**config.mk**
```make
export PLATFORM = sky130hd
export DESIGN_NAME = aes_rkey_cache
export DESIGN_NICKNAME = d
export VERILOG_FILES = /design/src/rtl/rkc_pkg.sv /design/src/rtl/rkc_subword.sv /design/src/rtl/rkc_expand.sv /design/src/rtl/rkc_cache.sv /design/src/rtl/aes_rkey_cache.sv
export SDC_FILE = /design/constraint.sdc
export NUM_CORES = 2
export LEC_CHECK = 0
export BUFFER_PORTS_ARGS = -buffer_cell sky130_fd_sc_hd__buf_2
export CORE_ASPECT_RATIO = 0.5
export CORE_MARGIN = 8
export CORE_UTILIZATION = 35
export CTS_CLUSTER_DIAMETER = 40
export DETAILED_ROUTE_END_ITERATION = 12
export PLACE_DENSITY = 0.51
export SLEW_MARGIN = 20
export SYNTH_ARGS = -nofsm -noshare
export SYNTH_HDL_FRONTEND = slang
export SYNTH_HIERARCHICAL = 1
export SYNTH_SLANG_ARGS = --single-unit
```
**constraint.sdc**
```tcl
create_clock -name clk -period 18.6 [get_ports clk]
set_input_delay 2.79 -clock clk [delete_from_list [all_inputs] [get_ports clk]]
set_output_delay 2.79 -clock clk [all_outputs]
set_load 0.03 [all_outputs]
```
**src/rtl/rkc_pkg.sv**
```systemverilog
// Package: shared GF(2^8) arithmetic for the round-key scheduler.
// Assumes the AES reduction polynomial x^8+x^4+x^3+x+1.
package rkc_pkg;

    // Multiply by x in GF(2^8)
    function automatic logic [7:0] gf_dbl(input logic [7:0] a);
        return {a[6:0], 1'b0} ^ (a[7] ? 8'h1b : 8'h00);
    endfunction

    // General GF(2^8) product by shift-and-add
    function automatic logic [7:0] gf_mul(input logic [7:0] a, input logic [7:0] b);
        logic [7:0] acc;
        logic [7:0] aa;
        acc = 8'h00;
        aa  = a;
        for (int i = 0; i < 8; i++) begin
            if (b[i]) acc = acc ^ aa;
            aa = gf_dbl(aa);
        end
        return acc;
    endfunction

    // AES byte substitution: inverse as x^254, then the affine map
    function automatic logic [7:0] sbox_calc(input logic [7:0] x);
        logic [7:0] r;
        logic [7:0] p;
        logic [7:0] e;
        r = 8'h01;
        p = x;
        e = 8'd254;
        for (int i = 0; i < 8; i++) begin
            if (e[i]) r = gf_mul(r, p);
            p = gf_mul(p, p);
        end
        return r ^ {r[6:0], r[7]} ^ {r[5:0], r[7:6]} ^ {r[4:0], r[7:5]}
                 ^ {r[3:0], r[7:4]} ^ 8'h63;
    endfunction

    // Constant after n doublings of 01
    function automatic logic [7:0] rc_nth(input int n);
        logic [7:0] v;
        v = 8'h01;
        for (int i = 0; i < n; i++) v = gf_dbl(v);
        return v;
    endfunction

    // Position of a doubling-counter value in the sequence 01,02,...
    function automatic int rc_index(input logic [7:0] rc, input int n);
        int         idx;
        logic [7:0] v;
        idx = 0;
        v   = 8'h01;
        for (int i = 0; i <= n; i++) begin
            if (v == rc) idx = i;
            v = gf_dbl(v);
        end
        return idx;
    endfunction

endpackage

```
**src/rtl/rkc_subword.sv**
```systemverilog
// Module: substitutes each byte of a word through the AES S-box.
// Purely combinational; assumes its input comes straight from a register.
module rkc_subword #(
    parameter int WW = 32
) (
    input  logic [WW-1:0] w_in,
    output logic [WW-1:0] w_out
);
    localparam int NB = WW / 8;

    for (genvar g = 0; g < NB; g++) begin : g_byte
        // One S-box per byte lane
        assign w_out[8*g +: 8] = rkc_pkg::sbox_calc(w_in[8*g +: 8]);
    end
endmodule

```
**src/rtl/rkc_expand.sv**
```systemverilog
// Module: AES-128 key expansion, one round key per enabled cycle.
// Holds the current round key and a registered S-box input word, so the
// S-boxes see only register outputs and never the feedback multiplexer.
// Assumes load and step are never high together.
module rkc_expand #(
    parameter int KW = 128
) (
    input  logic          clk,
    input  logic          rst_n,
    input  logic          load,
    input  logic          step,
    input  logic [KW-1:0] key_in,
    input  logic [7:0]    rcon,
    output logic [KW-1:0] cur
);
    localparam int WW = 32;
    localparam int NW = KW / WW;

    logic [KW-1:0] cur_q;
    logic [WW-1:0] sin_q;
    logic [WW-1:0] sub_w;
    logic [WW-1:0] tmp_w;
    logic [KW-1:0] nxt;
    logic [KW-1:0] d;

    rkc_subword #(.WW(WW)) i_sub (.w_in(sin_q), .w_out(sub_w));

    // Next round key from current key and substituted rotated word
    always_comb begin
        tmp_w = sub_w ^ {rcon, {(WW-8){1'b0}}};
        nxt[KW-1 -: WW] = cur_q[KW-1 -: WW] ^ tmp_w;
        for (int i = 1; i < NW; i++)
            nxt[KW-1-WW*i -: WW] = cur_q[KW-1-WW*i -: WW] ^ nxt[KW-1-WW*(i-1) -: WW];
        d = load ? key_in : nxt;
    end

    // Expansion registers: clocked only when loading or stepping
    always_ff @(posedge clk) begin
        if (!rst_n) begin
            cur_q <= '0;
            sin_q <= '0;
        end else if (load || step) begin
            cur_q <= d;
            sin_q <= {d[WW-9:0], d[WW-1 -: 8]};
        end
    end

    assign cur = cur_q;

    // The S-box input register always holds the rotated last word of the key
    p_sin_tracks_r4: assert property (@(posedge clk) disable iff (!rst_n)
        (load || step) |=> (sin_q == {cur_q[WW-9:0], cur_q[WW-1 -: 8]}));

    // With neither enable, the expansion state is frozen
    p_idle_frozen_r6: assert property (@(posedge clk) disable iff (!rst_n)
        (!load && !step) |=> ($stable(cur_q) && $stable(sin_q)));
endmodule

```
**src/rtl/rkc_cache.sv**
```systemverilog
// Module: register cache of round keys 1..NRK, one write port, one read port.
// Slot 0 does not exist; round 0 comes from the key register at the top.
// Assumes the write address lies in 1..NRK whenever write is enabled.
module rkc_cache #(
    parameter int NRK = 10,
    parameter int KW  = 128,
    parameter int IW  = 4
) (
    input  logic          clk,
    input  logic          rst_n,
    input  logic          we,
    input  logic [IW-1:0] waddr,
    input  logic [KW-1:0] wdata,
    input  logic [IW-1:0] raddr,
    output logic [KW-1:0] rdata
);
    logic [KW-1:0] mem [1:NRK];

    // Store the presented key into the slot selected by the round index
    always_ff @(posedge clk) begin
        for (int g = 1; g <= NRK; g++)
            if (we && waddr == IW'(g)) mem[g] <= wdata;
    end

    // Read multiplexer
    always_comb begin
        rdata = '0;
        for (int g = 1; g <= NRK; g++)
            if (raddr == IW'(g)) rdata = mem[g];
    end

    p_waddr_range_r5: assert property (@(posedge clk) disable iff (!rst_n)
        we |-> (waddr >= IW'(1) && waddr <= IW'(NRK)));
endmodule

```
**src/rtl/aes_rkey_cache.sv**
```systemverilog
// Module: round-key scheduler with key cache and invalidation control.
// A block start presents round keys 0..NRK on consecutive cycles.
// On a cache miss the expansion runs alongside and fills the cache;
// on a hit the expansion is held and keys come from the cache.
// Assumes the consumer takes one key per cycle with no back-pressure.
module aes_rkey_cache #(
    parameter int NRK = 10,
    parameter int KW  = 128
) (
    input  logic               clk,
    input  logic               rst_n,
    input  logic               key_wr,
    input  logic [KW-1:0]      key_in,
    input  logic               blk_start,
    output logic               rk_vld,
    output logic [3:0]         rk_idx,
    output logic [KW-1:0]      rk,
    output logic               xp_busy
);
    localparam int         IW      = 4;
    localparam logic [7:0] RC_LAST = rkc_pkg::rc_nth(NRK);

    logic [KW-1:0] key_q;
    logic          valid_q;
    logic          dirty_q;
    logic          run_q;
    logic          hit_q;
    logic [7:0]    rc_q;
    logic          accept;
    logic          last;
    logic [IW-1:0] idx;
    logic [KW-1:0] cur;
    logic [KW-1:0] cache_rd;

    assign accept = blk_start && !run_q && !key_wr;
    assign last   = run_q && (rc_q == RC_LAST);

    // Round index decoded from the doubling counter
    always_comb idx = IW'(rkc_pkg::rc_index(rc_q, NRK));

    // Key register, cache-valid flag and mid-block key-write flag
    always_ff @(posedge clk) begin
        if (!rst_n) begin
            key_q   <= '0;
            valid_q <= 1'b0;
            dirty_q <= 1'b0;
        end else begin
            if (key_wr) key_q <= key_in;
            if (key_wr)
                valid_q <= 1'b0;
            else if (last && !hit_q && !dirty_q)
                valid_q <= 1'b1;
            if (key_wr)
                dirty_q <= 1'b1;
            else if (accept)
                dirty_q <= 1'b0;
        end
    end

    // Block sequencer: doubling round-constant counter doubles as round index
    always_ff @(posedge clk) begin
        if (!rst_n) begin
            run_q <= 1'b0;
            hit_q <= 1'b0;
            rc_q  <= 8'h01;
        end else if (accept) begin
            run_q <= 1'b1;
            hit_q <= valid_q;
            rc_q  <= 8'h01;
        end else if (run_q) begin
            if (last) run_q <= 1'b0;
            else      rc_q  <= rkc_pkg::gf_dbl(rc_q);
        end
    end

    rkc_expand #(.KW(KW)) i_expand (
        .clk    (clk),
        .rst_n  (rst_n),
        .load   (accept && !valid_q),
        .step   (run_q && !hit_q && !last),
        .key_in (key_q),
        .rcon   (rc_q),
        .cur    (cur)
    );

    rkc_cache #(.NRK(NRK), .KW(KW), .IW(IW)) i_cache (
        .clk    (clk),
        .rst_n  (rst_n),
        .we     (run_q && !hit_q && idx != '0),
        .waddr  (idx),
        .wdata  (cur),
        .raddr  (idx),
        .rdata  (cache_rd)
    );

    // Output selection: key register, expansion register or cache
    always_comb begin
        if (!run_q)          rk = '0;
        else if (idx == '0)  rk = key_q;
        else if (hit_q)      rk = cache_rd;
        else                 rk = cur;
    end

    assign rk_vld  = run_q;
    assign rk_idx  = idx;
    assign xp_busy = run_q && !hit_q;

    p_idx_step_r2: assert property (@(posedge clk) disable iff (!rst_n)
        (rk_vld && rk_idx != IW'(NRK)) |=> (rk_vld && rk_idx == $past(rk_idx) + 1'b1));

    p_first_idx_r2: assert property (@(posedge clk) disable iff (!rst_n)
        $rose(rk_vld) |-> (rk_idx == '0));

    p_busy_steady_r5: assert property (@(posedge clk) disable iff (!rst_n)
        (rk_vld && $past(rk_vld)) |-> (xp_busy == $past(xp_busy)));

    p_keywr_inval_r7: assert property (@(posedge clk) disable iff (!rst_n)
        key_wr |=> !valid_q);

    p_start_ignored_r8: assert property (@(posedge clk) disable iff (!rst_n)
        (blk_start && key_wr && !rk_vld) |=> !rk_vld);
endmodule

```
== After elaboration in Yosys (flattened, before gate mapping) ==
Memory sizes are Yosys's and may differ from the RTL's.
Index checks and enable logic that the tools add are counted.
Word-level totals
  bits in writable memories: 1280
  memories kept: 1
  bits of input ports: 132
  logic and storage cells: 1744
  flip-flop bits (word level): 300
  output and inout port bits: 134
Cells by class
  reductions and logical operators: 41
  equality and inequality tests: 21
  bitwise gates (word level): 784
  muxes and demuxes: 889
Memories
  i_cache.mem: words 10, bits a word 128, read ports 10, clocked after Yosys merged registers in 0, wr ports 1, RTL line rkc_cache.sv:17  | logic [KW-1:0] mem [1:NRK];
Operator list (number)
  8-bit two-way mux: 420
  8-bit bitwise XOR: 380
  128-bit two-way mux: 23
  8-bit by 5-bit bitwise XOR with 8-bit output: 365
  5-bit two-way mux: 369
  128-bit OR reduction: 9
  32-bit bitwise XOR: 5
  4-bit two-way mux: 22
  1-bit two-way mux: 39
  7-bit two-way mux: 4
  1-bit inverter (first input constant): 28
  6-bit two-way mux: 4
  1-bit logical AND: 19
  4-bit by 3-bit == test with 1-bit output (second input constant): 4
  5-bit by 8-bit == test with 1-bit output (first input constant): 2
  6-bit by 8-bit == test with 1-bit output (first input constant): 2
  7-bit by 8-bit == test with 1-bit output (first input constant): 2
  4-bit inverter: 4
  4-bit == test (second input constant): 3
  3-bit two-way mux: 4
  2-bit by 8-bit == test with 1-bit output (first input constant): 1
  3-bit by 8-bit == test with 1-bit output (first input constant): 1
  4-bit by 2-bit == test with 1-bit output (second input constant): 2
  4-bit by 8-bit == test with 1-bit output (first input constant): 1
  other kinds (12): 22

== Longest topological paths before layout ==
  depth after elaboration: 138
  mapped depth: 72

== Hierarchy ==
Netlist, hierarchy kept.
Modules (own cells, without submodules)
  rkc_subword: instances 1, area an instance 58343.5 sq um, seq. area each 0.0 sq um, cells each 8120
  rkc_cache: instances 1, area an instance 49551.3 sq um, seq. area each 38436.9 sq um, cells each 3021
  aes_rkey_cache: instances 1, area an instance 9087.5 sq um, seq. area each 2802.7 sq um, cells each 970
  rkc_expand: instances 1, area an instance 7419.6 sq um, seq. area each 2562.5 sq um, cells each 820

== Worst setup path before layout ==
Ideal clock, no wire load.
  path kind: register to register
  from: reg, netlist name i_expand/cur[7]
  to: reg i_expand.cur_q[10] (netlist: i_expand/cur[10])
  slack: 2.261 ns
  data required time: 18.474 ns
  buffers on the path: 10
  cell stages (with the launch flop): 72
  data arrival time: 16.214 ns
  setup time: 0.126 ns
  cell sequence: dfxtp_1 -> ha_1 -> buf_2 -> xor2_1 -> mux2i_1 -> xor2_1 -> clkbuf_1 -> ha_1 -> clkbuf_1 -> inv_1 -> nor2_1 -> xnor2_1 -> xnor2_1 -> inv_1 -> buf_2 -> buf_1 -> ha_1 -> clkbuf_1 -> [36 not listed] -> a21boi_0 -> o22a_1 -> mux2i_1 -> xnor2_1 -> o21ai_0 -> xnor2_1 -> a21oi_1 -> xnor2_1 -> clkbuf_1 -> nor3_1 -> a311oi_1 -> xnor2_1 -> xnor2_1 -> xnor2_1 -> xor3_2 -> xnor2_1 -> nor4b_1 -> nor3b_1
RTL lines
  to (signal assigned): RTL line rkc_expand.sv:40  | cur_q <= '0;
  to (signal assigned): RTL line rkc_expand.sv:43  | cur_q <= d;
  to (decl): RTL line rkc_expand.sv:19  | logic [KW-1:0] cur_q;

==> key figures <==
Synth
  – Synth Area in Adders: 0.002977
  – Top cells by count, synth: xnor2_1 (1763), nor2_1 (1365), edfxtp_1 (1280), nand2_1 (971), a21oi_1 (870)
  – Avg Cell Area, Syn: 9.620 sq um
  – Synth Area in Simple Gates: 0.1315
  – Synth Flop Type: edfxtp_1
  – EDFF count, synth: 1280
  – Area leader, netlist: edfxtp_1
  – Largest family of logic cells by synthesized area: XOR/XNOR gates
  – Syn Nets: 13.09k
  – Top cells by area, synth: edfxtp_1 (31%), xnor2_1 (12%), mux2i_1 (4.7%), dfxtp_1 (4.3%), xnor3_1 (4.2%)
  – Area share of the largest cell type after synthesis: 0.3090
  – Flops & latches, synth: 1548
  – Cell variety after synth: 142
  – Synthesized cell area: 124400 sq um
  – Yosys warnings: 6
  – Seq/Total Area, Yosys: 0.3521
  – Post-synthesis xor/xnor area fraction: 0.2426
  – Cells after Synth: 12.93k
  – Most common cell in the netlist: xnor2_1
  – FFs w/ async S/R, synth: 0
  – Synth Area in Compound Gates: 0.1691
  – Multiplexer share of the synthesized area: 0.06078

Finish
  – Area grow syn2layout: 13.63%
  – # nets final: 13.15k
  – Layout cells sized above 1: 0.1456
  – Fill count: 34.76k

Floorplanning
  – Initial core utilization: 0.3524
  – I/O pin count: 266
  – Core footprint: 353000 sq um
  – Num rows: 154
  – Die X: 859.1 um
  – Die Y: 437.6 um
  – Die ar.: 375900 sq um

Place
  – Pre-CTS WS: -0.8096 ns
  – GP Congestion: 0.8920
  – Post-DP HPWL: 288.9 mm
  – I/O Buffers: 265

STA
  – Slew HR: 0.2104
  – Worst-Margin Slew: 1.184 ns
  – Period minus WS final: 18.06 ns
  – Final hold viol count: 0
  – FMAX: 0.05536 GHz
  – Fin worst setup slack: 0.5379 ns
  – Setup_tns: 0 ns
  – Final worst-path cycle share: 0.9711
  – Setup Viol. Count Final: 0
  – Final slew viol count: 0
  – Setup Skew: 0.09817 ns
  – RSZ-0062 raised after global routing: true

CTS
  – Worst skew pair latency: 0.90 ns
  – CTS sink cnt: 1548
  – Worst-path clk slew: 0.06 ns
  – CTS tree: done
  – Root buf cell: clkbuf_16
  – CTS Buf Count: 240
  – H-tree Lvls: 4
  – Clk buf depth: 3

Drt
  – WL/cell: 24.80 um
  – Via count: 102.0k
  – Initial detailed-routing violation count: 9769
  – Final Routed Wirelength: 445.9 mm
  – DRT Pass-1 Iters: 6
  – DR vias/cell: 5.671
  – Residual DRC: 0
  – Antenna Nets Post-Route: 0

Critical path
  – Startpoint Class: flip-flop
  – WS Path Type: flip-flop to flip-flop
  – Slowest cell delay on critical path: 0.73 ns
  – Required @ worst endpoint: 19.24 ns
  – Data arrival time of the worst path: 18.71 ns
  – Crit. End Element: flip-flop
  – CP max-delay cell: nor3b_2
  – Crit path max fanout: 17
  – Cell mode on critical path: xnor2_1

Global routing
  – Largest net degree at the start of global routing: 173
  – Grt met1 use: 0.3175
  – Initial antenna violation count: 16
  – GR Util met2: 0.3688
  – GRT busiest layer: met2
  – Tot GR Track Use: 0.2249
  – First-pass GRT wire length: 657.3 mm
  – Grt ovf: 0
  – Number of global-route vias before repair: 95.61k
  – M3 GR Usage: 0.02455

Min path
  – Min-delay worst type: flip-flop to flip-flop

Flow run
  – Max Cap Viol: 0

Outcome
  – Status: complete, no violations
## metrics by stage
| stage | hold WS [ns] | area, sq um | util | std cells |
|---|---|---|---|---|
| 3_3_place_gp | 0.4594 | 131500 | 0.3726 | 17480 |
| 4_1_cts | 0.4735 | 140300 | 0.3974 | 17940 |
| 3_5_place_dp | 0.4577 | 131600 | 0.3728 | 17480 |
| 5_1_grt | 0.4853 | 141300 | 0.4004 | 17970 |
| 6_report | 0.4792 | 141400 | 0.4005 | 17980 |
| 2_1_floorplan | 0.4358 | 124400 | - | 12930 |
## critical path: cells and delay by family (launching register included)
kind / cells / cell delay, ns
AO/OA/AOI/OAI: 11 / 2.66
XOR/XNOR: 32 / 10.38
adder cells (fa/ha/maj): 2 / 0.84
buffers and inverters: 5 / 0.88
flip-flops: 1 / 0.31
multiplexers: 3 / 0.87
AND/OR/NAND/NOR: 6 / 1.84
## worst paths after layout
path	to	slack [ns]	depth (start not counted)	startpoint
worst min-delay path	dirty_q	0.48	2	dirty_q
worst min register to register	dirty_q	0.48	2	dirty_q
worst max register to register	i_expand/cur[0]	0.54	59	i_expand/cur[24]
worst max-delay path	i_expand/cur[0]	0.54	59	i_expand/cur[24]
## cells by family (layout without fill, tap and decap cells)
group | Yosys count | count (layout)
other cells | 0 | 11
mux | 734 | 734
xor+xnor | 2761 | 2761
buf+inv | 1096 | 1374
simple gates | 3585 | 3585
compound gates | 3177 | 3177
fa+ha+maj | 30 | 30
flops | 1548 | 1548
## layout by cell type (no fill, tap or decap), types with 42 or more instances in the layout
cell,synthesis,final
o211ai_1,162,162
o21ai_1,75,77
a221oi_1,53,53
a21oi_1,870,870
a211oi_1,267,266
inv_1,89,87
xnor2_2,124,186
clkbuf_16,0,240
mux2_2,143,143
nand3_1,244,243
o41ai_1,136,136
xnor2_4,23,42
mux2i_1,585,584
edfxtp_1,1280,1280
xnor3_1,232,229
xor2_1,510,483
o21ai_0,561,559
nor2_1,1365,1353
nor3_1,242,239
a22oi_1,85,85
nand2_1,971,970
and2_1,55,54
nand4_1,46,46
a31oi_1,102,99
nand2b_1,74,73
xor2_2,31,51
and3_1,70,69
buf_4,59,528
xnor2_1,1763,1682
dfxtp_1,268,264
or3_1,69,68
o22ai_1,203,203
nor2b_1,199,194
buf_2,261,263
a22o_1,113,113
## registers in the layout (all words and copies together) (netlist names)
| register | flops |
|---|---|
| dirty_q | 1 |
| rk_vld | 1 |
| i_cache/mem | 1280 |
| rc_q | 8 |
| i_expand/cur | 128 |
| hit_q | 1 |
| valid_q | 1 |
| key_q | 128 |
## layer usage
metal	routed length, um	vias to the layer above	share of wire
li1	-	47090	-
met2	207800	3325	0.47
met5	26	-	0.000058
met1	201800	51070	0.45
met4	10500	4	0.024
met3	25810	472	0.058
## final cells by class
class,count,area (sq um),share of cell area
tap,4758,5953,0.04211
timing repair buffer,804,5534,0.03915
antenna,11,27.53,0.0001947
sequential,1548,43810,0.3099
clock inverter,183,2328,0.01647
clock buffer,275,6247,0.04419
inverter,112,445.4,0.003151
multi-input combinational,10290,77020,0.5448
## what timing repair did
item | CTS | global route
pin swaps | 1 | 9
buffers inserted | 2 | 26
resized for setup | 13 | 102
endpoints found under the setup margin | 34 | 112
hold buffers | 0 | 0
Power is left out: the tool's default activity adds up to more than one toggle a clock period on the data nets, which glitch-free logic cannot reach.
